<file path="src/rtl/irq_combiner_pkg.sv">
package irq_combiner_pkg;
   function automatic int max_of(input int a, input int b);
      return (a > b) ? a : b;
   endfunction

   function automatic int cnt_bits(input int limit);
      return (limit < 2) ? 1 : $clog2(limit);
   endfunction
endpackage

</file>
<file path="src/rtl/irq_sync.sv">
module irq_sync #(
   parameter int STAGES = 2
) (
   input  logic clk_i,
   input  logic rst_ni,
   input  logic async_i,
   output logic sync_o
);
   if (STAGES < 2) begin : g_bad_stages
      $error("irq_sync: STAGES must be at least 2");
   end

   logic [STAGES-1:0] chain_q;

   always_ff @(posedge clk_i or negedge rst_ni) begin
      if (!rst_ni) chain_q <= '1;
      else         chain_q <= {chain_q[STAGES-2:0], async_i};
   end

   assign sync_o = chain_q[STAGES-1];
endmodule

</file>
<file path="src/rtl/irq_pulse_filter.sv">
module irq_pulse_filter #(
   parameter int LOW_REJECT_CYC  = 125,
   parameter int HIGH_REJECT_CYC = 63,
   parameter int CNT_W           = 7
) (
   input  logic clk_i,
   input  logic rst_ni,
   input  logic level_i,
   output logic level_o
);
   localparam logic [CNT_W-1:0] LIM_FALL = CNT_W'(LOW_REJECT_CYC - 1);
   localparam logic [CNT_W-1:0] LIM_RISE = CNT_W'(HIGH_REJECT_CYC - 1);

   logic             state_q;
   logic [CNT_W-1:0] run_q;
   logic             differ;
   logic [CNT_W-1:0] limit;

   assign differ = (level_i != state_q);
   assign limit  = state_q ? LIM_FALL : LIM_RISE;

   always_ff @(posedge clk_i or negedge rst_ni) begin
      if (!rst_ni) begin
         state_q <= 1'b1;
         run_q   <= '0;
      end else if (!differ) begin
         run_q   <= '0;
      end else if (run_q == limit) begin
         state_q <= ~state_q;
         run_q   <= '0;
      end else begin
         run_q   <= run_q + 1'b1;
      end
   end

   assign level_o = state_q;

   // a fall needs a full run of low samples
   a_r2_fall_after_full_run: assert property (@(posedge clk_i) disable iff (!rst_ni)
      $fell(state_q) |-> ($past(run_q) == LIM_FALL && !$past(level_i)));
   // a rise needs a full run of high samples
   a_r3_rise_after_full_run: assert property (@(posedge clk_i) disable iff (!rst_ni)
      $rose(state_q) |-> ($past(run_q) == LIM_RISE && $past(level_i)));
   // the run never exceeds the larger limit
   a_r2_run_bounded: assert property (@(posedge clk_i) disable iff (!rst_ni)
      run_q <= ((LIM_FALL > LIM_RISE) ? LIM_FALL : LIM_RISE));
endmodule

</file>
<file path="src/rtl/irq_combiner.sv">
module irq_combiner
   import irq_combiner_pkg::*;
#(
   parameter int NUM_CH          = 4,
   parameter int SYNC_STAGES     = 2,
   parameter int LOW_REJECT_CYC  = 125,
   parameter int HIGH_REJECT_CYC = 63
) (
   input  logic              clk_i,
   input  logic              rst_ni,
   input  logic [NUM_CH-1:0] irq_n_i,
   input  logic              rd_load_i,
   output logic              irq_n_o,
   output logic [NUM_CH-1:0] flags_o,
   output logic [NUM_CH-1:0] snap_o
);
   localparam int CNT_W = cnt_bits(max_of(LOW_REJECT_CYC, HIGH_REJECT_CYC));

   if (NUM_CH < 1) begin : g_bad_ch
      $error("irq_combiner: NUM_CH must be positive");
   end
   if (LOW_REJECT_CYC < 1 || HIGH_REJECT_CYC < 1) begin : g_bad_thr
      $error("irq_combiner: reject widths must be at least one cycle");
   end

   logic [NUM_CH-1:0] synced;
   logic [NUM_CH-1:0] filt_n;
   logic [NUM_CH-1:0] snap_q;

   for (genvar ch = 0; ch < NUM_CH; ch++) begin : g_ch
      irq_sync #(.STAGES(SYNC_STAGES)) u_sync (
         .clk_i   (clk_i),
         .rst_ni  (rst_ni),
         .async_i (irq_n_i[ch]),
         .sync_o  (synced[ch])
      );
      irq_pulse_filter #(
         .LOW_REJECT_CYC  (LOW_REJECT_CYC),
         .HIGH_REJECT_CYC (HIGH_REJECT_CYC),
         .CNT_W           (CNT_W)
      ) u_filt (
         .clk_i   (clk_i),
         .rst_ni  (rst_ni),
         .level_i (synced[ch]),
         .level_o (filt_n[ch])
      );
   end

   assign flags_o = ~filt_n;
   assign irq_n_o = &filt_n;

   always_ff @(posedge clk_i or negedge rst_ni) begin
      if (!rst_ni)        snap_q <= '0;
      else if (rd_load_i) snap_q <= flags_o;
   end

   assign snap_o = snap_q;

   // the combined line only falls when some flag is up
   a_r1_fall_has_source: assert property (@(posedge clk_i) disable iff (!rst_ni)
      $fell(irq_n_o) |-> (flags_o != '0));
   // the capture holds without a load strobe
   a_r6_snap_holds: assert property (@(posedge clk_i) disable iff (!rst_ni)
      !rd_load_i |=> $stable(snap_o));
   // the capture equals the flags seen at the strobe
   a_r6_snap_loads: assert property (@(posedge clk_i) disable iff (!rst_ni)
      rd_load_i |=> (snap_o == $past(flags_o)));
endmodule

</file>
<file path="config.mk">
export PLATFORM = sky130hd
export DESIGN_NAME = irq_combiner
export DESIGN_NICKNAME = d
export VERILOG_FILES = /design/src/rtl/irq_combiner_pkg.sv /design/src/rtl/irq_sync.sv /design/src/rtl/irq_pulse_filter.sv /design/src/rtl/irq_combiner.sv
export SDC_FILE = /design/constraint.sdc
export NUM_CORES = 1
export LEC_CHECK = 0
export BUFFER_PORTS_ARGS = -buffer_cell sky130_fd_sc_hd__buf_2
export CAP_MARGIN = 25
export CELL_PAD_IN_SITES_DETAIL_PLACEMENT = 0
export CELL_PAD_IN_SITES_GLOBAL_PLACEMENT = 2
export CORE_ASPECT_RATIO = 1.2
export CORE_UTILIZATION = 44
export CTS_CLUSTER_SIZE = 10
export DETAILED_ROUTE_END_ITERATION = 12
export PLACE_DENSITY_LB_ADDON = 0.1
export RECOVER_POWER = 50
export SLEW_MARGIN = 25
export SYNTH_ARGS = -nofsm -noshare
export SYNTH_HDL_FRONTEND = slang
export SYNTH_HIERARCHICAL = 1
export SYNTH_SLANG_ARGS = --single-unit
</file>
<file path="constraint.sdc">
create_clock -name clk_i -period 2.6 [get_ports clk_i]
set_input_delay 0.26 -clock clk_i [delete_from_list [all_inputs] [get_ports clk_i]]
set_output_delay 0.26 -clock clk_i [all_outputs]
set_load 0.005 [all_outputs]
</file>
==> impl_metrics.tcl <==
set metrics [dict create \
    status "completed" \
    yosysSeqAreaShare_pct 55.40 \
    port_buffers 15 \
    ys_ff_latch 44 \
    routedWlPerCell_microns 15.01 \
    yosysWarnings 6 \
    placed_area_sq_um 2160 \
    reg2reg_depth 3 \
    slew_headroom_pct 29.73 \
    cts_setup_buffers 0 \
    tns_ns 0 \
    syn_to_final_growth_pct 15.59 \
    met3_usage_pct 4.491 \
    setup-violations-final 0 \
    yosys.area.top_type "dfrtp_1" \
    fin_area_sq_um 2328 \
    grt_max_degree 45 \
    yosysMostFrequentCell "dfrtp_1" \
    drive_gt1_share_pct 30.39 \
    drt_first_iter_violations 54 \
    tritoncts "yes" \
    vias_per_cell 5.388 \
    rows 26 \
    fp.dieH_microns 76.12 \
    yosys-mux-area-fraction_pct 5.217 \
    critPathSlowestCell "a211oi_4" \
    fillers 370 \
    synth_top_family_by_area "simple AND/OR/NAND/NOR gates" \
    boundaryPins 16 \
    totalWireLength_microns 3557 \
    arrival_ns 1.92 \
    endpoint_kind "register" \
    die_w_microns 63.77 \
    powerDensity_nw_per_um2 656.8 \
    maxCapViolations 0 \
    synthTopCellsByCount "dfrtp_1, nor3_1, dfstp_2, nand3_1" \
    grt_pass1_wl_microns 6313 \
    period_share_pct 64.80 \
    ant_nets 0 \
    hold_depth 1 \
    initial_core_util_pct 46.56 \
    cp.required_ns 2.83 \
    cts.clk_slew.worst_paths_ns 0.08 \
    antenna_found_initial 0 \
    slew_violations 0 \
    async_flop_share_pct 100.0 \
    clkLatencyLatePin_ns 0.30 \
    synth_nets 168 \
    core_sq_um 4327 \
    grt-ovfl-total 0 \
    diodes 0 \
    cts_root_buffer "clkbuf_8" \
    ys_types 22 \
    dpl.cell_count 228 \
    hold_viol 0 \
    grt_setup_unrepaired "no" \
    cts_max_path_buffers 2 \
    grt_pass1_vias 1378 \
    synth_compound_area_share_pct 8.944 \
    die-area_sq_um 4854 \
    hold_class "input port to register" \
    max_stage_delay_ns 0.45 \
    synth_edf_count 0 \
    avgSynthCellArea_sq_um 12.83 \
    numCtsBuffers 5 \
    path_class "register to register" \
    cp-start-kind "register" \
    fin_nets 191 \
    routabilityCongestion 0.7094 \
    irDropWorstVdd_uv 413.4 \
    dr.pass1.iters 4 \
    h-tree-depth 2 \
    finClkSkew_ns 0.004355 \
    synth-xor-area-share_pct 6.957 \
    synthCells 157 \
    vias 1277 \
    postSynth.topFlopCell "dfrtp_1" \
    path_cells "or3b_4 -> a211oi_4 -> mux2_4" \
    synth_fa_ha_area_share_pct 2.484 \
    synth-simple-area-share_pct 19.50 \
    fin_crit_ns 1.685 \
    power_leakage_nw 0.9016 \
    yosysTopAreaCellShare_pct 39.75 \
    place_hpwl_microns 2491 \
    netlist_area_sq_um 2014 \
    cp_max_fo 8 \
    fmax_mhz 593.5 \
    synthTopCellsByArea "dfrtp_1, dfstp_2, a211oi_4, nor3_1, xnor2_1" \
    drc 0 \
    global_route.usage.met2_pct 28.62 \
    grt_usage_pct 16.91 \
    worst_pin_slew_ns 1.054 \
    top_usage_layer "met2" \
    met1_usage_pct 20.47 \
    layout.cells.non_filler 237 \
    clock_sinks 44 \
]
-- worst max-delay path, delay by kind of cell (launching register included) --
kind            cells  cell delay (ns)
compound gates      1             0.45
flops               1             0.42
simple gates        1             0.41
mux                 1             0.34
-- flip-flops by register name (all words and copies together), names as in the netlist --
name	flops
g_ch.u_filt/run_q	28
g_ch.u_sync/chain_q	8
snap_o	4
g_ch.u_filt/level_o	4
-- per-layer routing --
layer / wire length [microns] / part of all wire, %
met2: 1791 / 50
met4: 54 / 1.5
met3: 93 / 2.6
met1: 1618 / 45
met5: 0 / 0
-- cell type report --
class | instances | area, sq um | share of cell area [%]
Clock inverter | 3 | 90.09 | 3.869
Timing Repair Buffer | 16 | 85.08 | 3.654
Inverter | 8 | 30.03 | 1.290
Multi-Input combinational cell | 105 | 868.3 | 37.29
Sequential cell | 44 | 1116 | 47.93
Tap cell | 56 | 70.07 | 3.009
Clock buffer | 5 | 68.82 | 2.955
-- path summary, 6_finish.rpt --
check                                                     from                                   to  slack (ns)
min in group asynchronous                               rst_ni    g_ch[3].u_filt/run_q[6]$_DFF_PN0_        0.68
setup reg to reg             g_ch[1].u_filt/run_q[1]$_DFF_PN0_   g_ch[1].u_filt/level_o$_DFFE_PN1P_        0.92
setup / recovery             g_ch[1].u_filt/run_q[1]$_DFF_PN0_   g_ch[1].u_filt/level_o$_DFFE_PN1P_        0.92
hold / removal                                      irq_n_i[0]  g_ch[0].u_sync/chain_q[0]$_DFF_PN1_        0.06
max in group asynchronous                               rst_ni                snap_o[0]$_DFFE_PN0P_        1.27
hold reg to reg            g_ch[3].u_sync/chain_q[0]$_DFF_PN1_  g_ch[3].u_sync/chain_q[1]$_DFF_PN1_        0.36
-- cells by family (layout without fill, tap and decap cells) --
logic type                 after synthesis  count (layout)
DFF                                     44              44
adders and majority gates                4               4
and+or+nand+nor                         57              57
buffers and inverters                    8              32
xor gates and xnor gates                16              16
muxes                                    8               8
AOI/OAI and AO/OA                       20              20
-- stage by stage --
| stage | setup WS [ns] | hold slack, ns | utilization [%] | power (mW) |
|---|---|---|---|---|
| 3_5_place_dp | 0.9342 | 0.3494 | 49.91 | 0.8282 |
| 3_3_place_gp | 0.9613 | 0.3462 | 49.91 | 0.8238 |
| 2_1_floorplan | 1.054 | -0.03559 | - | 0.7944 |
| 4_1_cts | 0.9064 | 0.04398 | 53.59 | 1.554 |
| 5_1_grt | 0.8506 | 0.03657 | 53.82 | 1.600 |
| 6_report | 0.9152 | 0.05665 | 53.82 | 1.529 |
-- power by group --
part / total (mW) / switching, mW / leakage, nW / internal, mW
Sequential: 0.738 / 0.0276 / 0.541 / 0.711
Clock: 0.715 / 0.235 / 0.0784 / 0.480
Combinational: 0.0763 / 0.0401 / 0.282 / 0.0362
-- timing repair --
item                                   in CTS  in global routing
resized for setup                           0                  0
endpoints found under the hold margin       0                 32
hold buffers                                0                  1
-- layout by cell type (no fill, tap or decap), drive strengths merged --
master,n
dfstp,12
xnor2,8
nand3b,4
dlygate4sd3,1
or3b,4
nand4,4
xor2,8
a211oi,12
o21ai,8
nor3b,4
ha,4
mux2,8
buf,14
or3,8
inv,8
nor3,16
nand3,12
bufinv,3
nor4,1
dfrtp,32
nand2,4
clkbuf,6
No activity file was read; power rests on OpenSTA's default activity.
